$ cat src/rtl/cfu_pkg.sv
package cfu_pkg;
  typedef enum logic [2:0] {
    OP_OTHER = 3'd0,
    OP_ADD   = 3'd1,
    OP_RSUB  = 3'd2,
    OP_SHR   = 3'd3,
    OP_SWR   = 3'd4
  } op_e;

  typedef enum logic [1:0] {
    SH_ARITH = 2'd0,
    SH_CARRY = 2'd1,
    SH_LOGIC = 2'd2,
    SH_RSVD  = 2'd3
  } sh_e;
endpackage

$ cat src/rtl/cfu_addsub.sv
module cfu_addsub #(
  parameter int W = 32
) (
  input  logic         sub_i,
  input  logic         use_c_i,
  input  logic         flag_i,
  input  logic [W-1:0] a_i,
  input  logic [W-1:0] b_i,
  output logic [W-1:0] sum_o,
  output logic         cout_o
);
  logic [W-1:0] a_x;
  logic         cin;
  logic [W:0]   full;

  // reverse-subtract: B + ~A + cin, default cin=1
  assign a_x  = sub_i ? ~a_i : a_i;
  assign cin  = use_c_i ? flag_i : sub_i;
  assign full = {1'b0, a_x} + {1'b0, b_i} + {{W{1'b0}}, cin};
  assign sum_o  = full[W-1:0];
  assign cout_o = full[W];
endmodule

$ cat src/rtl/cfu_shifter.sv
module cfu_shifter #(
  parameter int W = 32
) (
  input  logic [1:0]   sel_i,
  input  logic         flag_i,
  input  logic [W-1:0] a_i,
  output logic [W-1:0] res_o,
  output logic         cout_o
);
  import cfu_pkg::*;
  logic msb;

  always_comb begin
    case (sh_e'(sel_i))
      SH_ARITH: msb = a_i[W-1];
      SH_CARRY: msb = flag_i;
      default:  msb = 1'b0;
    endcase
  end

  assign res_o  = {msb, a_i[W-1:1]};
  assign cout_o = a_i[0];
endmodule

$ cat src/rtl/carry_flag_unit.sv
module carry_flag_unit #(
  parameter int W         = 32,
  parameter int CARRY_POS = 2
) (
  input  logic         clk_i,
  input  logic         rst_ni,
  input  logic         valid_i,
  input  logic [2:0]   op_i,
  input  logic         keep_i,
  input  logic         use_carry_i,
  input  logic [W-1:0] opa_i,
  input  logic [W-1:0] opb_i,
  input  logic [1:0]   shift_sel_i,
  output logic [W-1:0] result_o,
  output logic         carry_o
);
  import cfu_pkg::*;

  localparam int POS = (CARRY_POS < W) ? CARRY_POS : 0;

  op_e          op;
  logic [W-1:0] as_res, sh_res;
  logic         as_c, sh_c, swr_c;
  logic         c_we, c_nxt;

  assign op = op_e'(op_i);

  cfu_addsub #(.W(W)) u_addsub (
    .sub_i   (op == OP_RSUB),
    .use_c_i (use_carry_i),
    .flag_i  (carry_o),
    .a_i     (opa_i),
    .b_i     (opb_i),
    .sum_o   (as_res),
    .cout_o  (as_c)
  );

  cfu_shifter #(.W(W)) u_shifter (
    .sel_i  (shift_sel_i),
    .flag_i (carry_o),
    .a_i    (opa_i),
    .res_o  (sh_res),
    .cout_o (sh_c)
  );

  generate
    if (W > 1) begin : g_swr
      assign swr_c = opa_i[POS];
    end else begin : g_swr1
      assign swr_c = opa_i[0];
    end
  endgenerate

  // default is hold; only listed ops may write the flag
  always_comb begin
    c_we     = 1'b0;
    c_nxt    = carry_o;
    result_o = '0;
    case (op)
      OP_ADD, OP_RSUB: begin
        result_o = as_res;
        c_we     = ~keep_i;
        c_nxt    = as_c;
      end
      OP_SHR: begin
        result_o = sh_res;
        c_we     = 1'b1;
        c_nxt    = sh_c;
      end
      OP_SWR: begin
        result_o = opa_i;
        c_we     = 1'b1;
        c_nxt    = swr_c;
      end
      default: ;
    endcase
  end

  always_ff @(posedge clk_i or negedge rst_ni) begin
    if (!rst_ni)                carry_o <= 1'b0;
    else if (valid_i && c_we)   carry_o <= c_nxt;
  end


  keep_hold_chk: assert property (@(posedge clk_i) disable iff (!rst_ni)
    (valid_i && keep_i && (op_i == 3'd1 || op_i == 3'd2)) |=> $stable(carry_o));


  idle_hold_chk: assert property (@(posedge clk_i) disable iff (!rst_ni)
    !valid_i |=> $stable(carry_o));


  other_hold_chk: assert property (@(posedge clk_i) disable iff (!rst_ni)
    (op_i == 3'd0) |-> (result_o == '0));


  shift_carry_chk: assert property (@(posedge clk_i) disable iff (!rst_ni)
    (valid_i && op_i == 3'd3) |=> (carry_o == $past(opa_i[0])));


  status_wr_chk: assert property (@(posedge clk_i) disable iff (!rst_ni)
    (valid_i && op_i == 3'd4) |=> (carry_o == $past(opa_i[POS])));


  arith_wr_chk: assert property (@(posedge clk_i) disable iff (!rst_ni)
    (valid_i && !keep_i && op_i == 3'd1 && !use_carry_i) |=>
      (carry_o == ({1'b0, $past(opa_i)} + {1'b0, $past(opb_i)} > {1'b0, {W{1'b1}}})));
endmodule

$ cat config.mk
export PLATFORM = sky130hd
export DESIGN_NAME = carry_flag_unit
export DESIGN_NICKNAME = d
export VERILOG_FILES = /design/src/rtl/cfu_pkg.sv /design/src/rtl/cfu_addsub.sv /design/src/rtl/cfu_shifter.sv /design/src/rtl/carry_flag_unit.sv
export SDC_FILE = /design/constraint.sdc
export NUM_CORES = 1
export LEC_CHECK = 0
export CORE_MARGIN = 4
export CORE_UTILIZATION = 35
export DETAILED_ROUTE_END_ITERATION = 6
export HOLD_SLACK_MARGIN = 0.02
export PLACE_DENSITY = 0.61
export SYNTH_ARGS = -nofsm -noshare
export SYNTH_HDL_FRONTEND = slang
export SYNTH_SLANG_ARGS = --single-unit
$ cat constraint.sdc
create_clock -name clk_i -period 6.2 [get_ports clk_i]
set_input_delay 1.24 -clock clk_i [delete_from_list [all_inputs] [get_ports clk_i]]
set_output_delay 1.24 -clock clk_i [all_outputs]
set_load 0.01 [all_outputs]
==> results of run 1 <==
area by class of cell:
type | count | share of cell area
Multi-Input combinational cell | 383 | 0.6207
Timing Repair Buffer | 163 | 0.3342
Tap cell | 105 | 0.02835
Inverter | 14 | 0.01134
Sequential cell | 1 | 0.005400
repair_timing:
action                     4_1_cts  5_1_grt
cloned                           0        1
setup buffers                    0        3
setup endpoints to repair       10       17
gates resized for setup          6       22
pin swaps                        2        3
cells by family (layout without fill, tap and decap cells):
group | Yosys count | in the layout
AOI/OAI and AO/OA | 173 | 173
xor gates and xnor gates | 60 | 60
and+or+nand+nor | 112 | 112
DFF | 1 | 1
buffers and inverters | 39 | 177
muxes | 5 | 5
adders and majority gates | 33 | 33
cell usage in the layout, fill, tap and decap left out, drive strengths merged, types with 2 or more instances in the layout:
master	n
nor3b	4
nand2b	5
xor2	45
a21oi	38
o21bai	7
nor2	20
o211ai	6
a22oi	22
nand3	14
ha	31
clkdlybuf4s50	93
and2b	2
o31ai	4
fa	2
buf	56
and3	7
mux2i	5
o21ai	51
nor2b	5
o221ai	2
a221oi	2
o2111ai	3
and4	2
inv	14
xnor2	15
a31oi	5
nor3	2
and2	5
a21o	18
nand4	5
o22ai	2
dlymetal6s2s	9
o21a	2
nand2	38
dlygate4sd2	4
power breakdown:
part           total [mW]  switching, mW  internal, mW
registers          0.0109        0.00244       0.00848
clock network           0              0             0
logic               0.568          0.278         0.290
total               0.579          0.281         0.298
worst min path at each step:
stage                         from                  end  slack (ns)  depth (start not counted)
6_report       carry_o$_DFFE_PN0P_  carry_o$_DFFE_PN0P_        0.65                          2
5_1_grt        carry_o$_DFFE_PN0P_  carry_o$_DFFE_PN0P_        0.69                          2
4_1_cts        carry_o$_DFFE_PN0P_  carry_o$_DFFE_PN0P_        0.64                          2
3_5_place_dp   carry_o$_DFFE_PN0P_  carry_o$_DFFE_PN0P_        0.64                          2
3_3_place_gp   carry_o$_DFFE_PN0P_  carry_o$_DFFE_PN0P_        0.63                          2
2_1_floorplan  carry_o$_DFFE_PN0P_  carry_o$_DFFE_PN0P_        0.62                          2
routing by layer:
| layer | up-vias | share of wire | routed length, µm | GRT usage |
|---|---|---|---|---|
| li1 | 1846 | - | - | - |
| met1 | 1740 | 0.46 | 4915 | 0.2768 |
| met2 | 111 | 0.49 | 5293 | 0.3629 |
| met3 | 7 | 0.047 | 506 | 0.01042 |
| met4 | 0 | 0.0039 | 42 | 0.01244 |
| met5 | - | 0 | 0 | 0 |
worst reg2reg max path: stages, from the launching register on:
cell and delay, ns:
dfrtp_1 0.40, nand2_1 0.08, o31ai_1 0.08, fa_1 0.40, inv_1 0.08, fa_1 0.20, and2b_1 0.21, o2111ai_2 0.29
a311oi_2 0.15, o31a_1 0.32, o211ai_1 0.24, buf_4 0.14, nor2_1 0.04, o31ai_1 0.22, a21oi_1 0.10
metrics by stage:
step                utilization  setup TNS [ns]  power [mW]  area, µm²
global route             0.5612         -0.6433      0.6343       4634
global placement         0.5445        -0.01177      0.5581       4497
finish                   0.5612               0      0.5791       4634
CTS                      0.5450               0      0.5646       4501
detailed placement       0.5445         -0.2084      0.5615       4497
floorplan                     -               0      0.3331       2984
==> flow_summary.toml, run 1 <==
[run_status]
outcome = "completed"

[logic_synthesis]
yosys.area.top_type = "xor2_1"
ys_ff_latch = 1
netlist_instances = 423
synthAdderAreaFrac = 0.1434
ys.warnings.count = 0
synth_top_area_frac = 0.1321
ys_async_sr_fraction = 1.000
yosys.area_share.simple = 0.1883
synth_xor_xnor_area_share = 0.1761
synthFlopType = "dfrtp_1"
synth_top_cells_by_area = "xor2_1 13%, ha_1 13%, o21ai_0 7.2%, a21oi_1 5.7%, a22oi_1 5.3%"
yosysMostFrequentCell = "xor2_1"
synth_common_cells = "45 x xor2_1, 43 x o21ai_0, 38 x nand2_1"
netlist-cell-type-count = 62
ys_seq_area_frac = 0.008386
netlist_area_um2 = 2984
syn-num-nets = 530
muxShareOfSynthArea = 0.01677
synth_compound_gate_area_share = 0.4109
avgSynthCellArea_um2 = 7.055
synth_enable_flop_cells = 0
synth_top_family_by_area = "compound AO/OA/AOI/OAI gates"

[worst_setup_path]
reg2reg_to = "carry_o$_DFFE_PN0P_"
slowest_stage = "clkdlybuf4s50_1"
cp-end-kind = "primary output"
critical-path-top-delay-family = "buffers and inverters"
cp-startpoint = "op_i[0]"
r2r_slack_ns = 3.11
worstSetupPathType = "input port to primary output"
critical_path_arrival_ns = 4.90
crit_cells = 15
critPathBufInv = 3
worstSetupStartpointType = "input port"
cpPeakStageDelay_ns = 0.55
cp_max_fo = 4
crit_chain = "clkdlybuf4s50_1 -> nand2b_2 -> o31ai_1 -> fa_1 -> inv_1 -> fa_1 -> and2b_1 -> o2111ai_2 -> a31oi_2 -> o2111ai_2 -> and2b_2 -> xnor2_2 -> mux2i_1 -> o21ai_1 -> clkdlybuf4s50_1"
r2r-start = "carry_o$_DFFE_PN0P_"
ff2ff_path_depth = 14
worst_ep_required_time_ns = 4.96
cp-endpoint = "result_o[18]"

[timing]
fin_crit_sh = 0.9902
finalWorstSetupSlack_ns = 0.06103
worst_pin_slew_ns = 0.7772
rsz0062_at_grt = "true"
hold_viol = 0
period_needed_ns = 6.139
fin_hold_ws_ns = 0.6458
skew_ns = 0
maxSlewHeadroom = 0.4806
finalSetupViolCount = 0
slew_violations = 0
fmax_mhz = 162.9

[global_routing]
antenna_found_initial = 0
grt_pass1_vias = 3699
grt.overflow.total = 0
grt_use_total = 0.2016
grt_pass1_wl_um = 17320
grt_max_degree = 29

[finish]
reg_top3 = "carry_o x1"
seq_area_um2 = 25.02
fillers = 811
multiInputGateArea_um2 = 2877
nNetsFinal = 670
area_growth_pct = 55.30
drive_above_1_share = 0.1640
largest_reg_flops = 1
regMostFlops = "carry_o"
n_antenna_cell = 0
instances_no_fill = 666

[power_and_ir_drop]
peakVddDrop_mv = 0.05822
p_leak_nw = 2.142
power_density_nw_per_um2 = 125.0

[drt]
vias = 3704
routed_wl_um = 10760
drc = 0
via_per_inst = 5.562
dr.pass1.iters = 4
wire_per_inst_um = 16.15
drt_iter0_markers = 129
ant_nets = 0

[place]
dp_slack_ns = -0.07514
dp_hpwl_um = 8613
port_buffers = 106
dp.cells = 662
place.gp.congestion = 0.9515

[floorplan]
row_count = 33
initial_core_util = 0.3614
die_w_um = 100.3
fp.coreArea_um2 = 8258
pin_count = 107
die_h_um = 100.3
die_area_um2 = 10070

[clock_tree]
clk_pin_slew_ns = 0
clock_latency_ns = 0
postCtsHoldBufs = 0

[hold_path]
hold_class = "flip-flop to flip-flop"

[run]
maxCapViolCount = 0
(Power assumes the default switching activity.)
==> run 2, diff against run 1 <==
SLEW_MARGIN = 15   (was not set)
==> results of run 2 <==
Same layout as run 1: the final DEF is identical, and so are final timing and power.
==> run 3, diff against run 2 <==
CELL_PAD_IN_SITES_DETAIL_PLACEMENT = 1   (was not set)
CELL_PAD_IN_SITES_GLOBAL_PLACEMENT = 1   (was not set)
CORE_UTILIZATION = 32   (was 35)
PLACE_DENSITY = 0.78   (was 0.61)
==> run 3 against run 2 <==
  * Global-route usage increased by 1.8 points
  * Combinational power increased by 4%
  * Critical path type unchanged
  * Via count increased by 1.9%
  * Largest power group unchanged
  * Sequential power about the same
  * Highest routed layer unchanged
==> flow_summary.toml, run 3 (synthesis results as in run 1) <==
[timing]
finalWorstSetupSlack_ns = 0.06005
fin_crit_sh = 0.9903
skew_ns = 0
period_needed_ns = 6.140
slew_violations = 0
fmax_mhz = 162.9
rsz0062_at_grt = "true"
worst_pin_slew_ns = 0.5116
finalSetupViolCount = 0
hold_viol = 0
maxSlewHeadroom = 0.6589

[worst_setup_path]
worstSetupPathType = "input port to primary output"
slowest_stage = "clkdlybuf4s50_1"
crit_chain = "clkdlybuf4s50_1 -> nand2b_4 -> nor2_4 -> buf_4 -> xor2_1 -> ha_1 -> a21oi_1 -> o211ai_2 -> buf_4 -> a21o_1 -> a21o_1 -> xor2_1 -> a21oi_1 -> a31oi_1 -> a22o_1 -> clkdlybuf4s50_1"
cpPeakStageDelay_ns = 0.55
cp_max_fo = 4
cp-end-kind = "primary output"
worst_ep_required_time_ns = 4.96
worstSetupStartpointType = "input port"
r2r_slack_ns = 3.02
critical_path_arrival_ns = 4.90

[global_routing]
grt.overflow.total = 0
grt_pass1_vias = 4102
grt_pass1_wl_um = 20340
grt_use_total = 0.2195
grt_max_degree = 29
antenna_found_initial = 0

[finish]
reg_top3 = "carry_o x1"
largest_reg_flops = 1
nNetsFinal = 669
regMostFlops = "carry_o"
final_cell_mix = "91 x clkdlybuf4s50_1, 54 x buf_4, 44 x xor2_1, 40 x o21ai_0, 38 x nand2_1"
layout_commonest_cell = "clkdlybuf4s50_1"
post-route-cell-area_um2 = 4629
drive_above_1_share = 0.1750
n_antenna_cell = 0
fin_util = 0.5207
instances_no_fill = 668
area_growth_pct = 55.14

[place]
dp_hpwl_um = 10290
dp.cells = 662
post_dp_cell_area_um2 = 4453
dp_slack_ns = -0.2275
port_buffers = 106
place.gp.congestion = 0.8709

[drt]
vias = 3774
ant_nets = 0
dr.pass1.iters = 4
wire_per_inst_um = 18.98
drt_iter0_markers = 92
routed_wl_um = 12680
drc = 0
via_per_inst = 5.650

[power_and_ir_drop]
peakVddDrop_mv = 0.07820
p_sw_mw = 0.3034
power.internal_mw = 0.2949
clkPwrFrac = 0
power_density_nw_per_um2 = 129.2
power_frac_seq = 0.018
report.power.total_mw = 0.5983
p_sw_frac = 0.5071
pwr-share-comb = 0.982
p_leak_nw = 2.150

[floorplan]
pin_count = 107
initial_core_util = 0.3356
row_count = 34
die_w_um = 104.6
fp.coreArea_um2 = 8891
die_area_um2 = 10930
die_h_um = 104.6

[clock_tree]
postCtsHoldBufs = 0
clk_pin_slew_ns = 0
clock_latency_ns = 0

[run_status]
outcome = "completed"

[hold_path]
hold_class = "flip-flop to flip-flop"

[run]
maxCapViolCount = 0
==> run 3: final cells by class <==
class,count,area (µm²)
Fill cell,1114,4262
Inverter,14,52.55
Multi-Input combinational cell,383,2912
Sequential cell,1,25.02
Tap cell,108,135.1
Timing Repair Buffer,162,1505
==> run 3: final timing paths <==
check,to,from,cells after the start
max in group asynchronous,carry_o$_DFFE_PN0P_,rst_ni,1
hold / removal,carry_o$_DFFE_PN0P_,carry_o$_DFFE_PN0P_,2
setup / recovery,result_o[7],op_i[1],16
setup reg to reg,carry_o$_DFFE_PN0P_,carry_o$_DFFE_PN0P_,15
hold reg to reg,carry_o$_DFFE_PN0P_,carry_o$_DFFE_PN0P_,2
min in group asynchronous,carry_o$_DFFE_PN0P_,rst_ni,1
==> run 3: power groups by stage <==
stage	clock network [mW]	registers, mW	logic [mW]
CTS	0	0.0106	0.571
global placement	0	0.0106	0.547
detailed placement	0	0.0105	0.565
floorplan	0	0.0109	0.322
global route	0	0.0109	0.639
finish	0	0.0106	0.588
==> run 3: per-layer routing <==
metal  GRT usage  up-vias  part of all wire
met5           0        -                 0
met4     0.02754        0            0.0058
met2      0.4179      109              0.51
li1            -     1836                 -
met3     0.01418        9             0.045
met1      0.2770     1820              0.43
==> run 3: metrics by stage <==
stage | hold slack [ns] | setup TNS, ns
after floorplan | 0.6242 | 0
after global routing | 0.7094 | -0.2886
final | 0.6531 | 0
after CTS | 0.6598 | -0.4344
after global placement | 0.6471 | -0.04155
after detailed placement | 0.6557 | -1.420
==> run 3: timing repair <==
| action | 4_1_cts | 5_1_grt |
|---|---|---|
| pin swaps | 3 | 8 |
| setup buffers | 1 | 5 |
| endpoints found under the setup margin | 15 | 21 |
| resized for setup | 13 | 36 |
==> run 3: critical path: cells and delay by family <==
| family | cells | cell delay (ns) |
|---|---|---|
| AOI/OAI and AO/OA | 7 | 1.27 |
| adders and majority gates | 1 | 0.27 |
| buffers and inverters | 4 | 1.41 |
| and+or+nand+nor | 2 | 0.31 |
| xor gates and xnor gates | 2 | 0.38 |
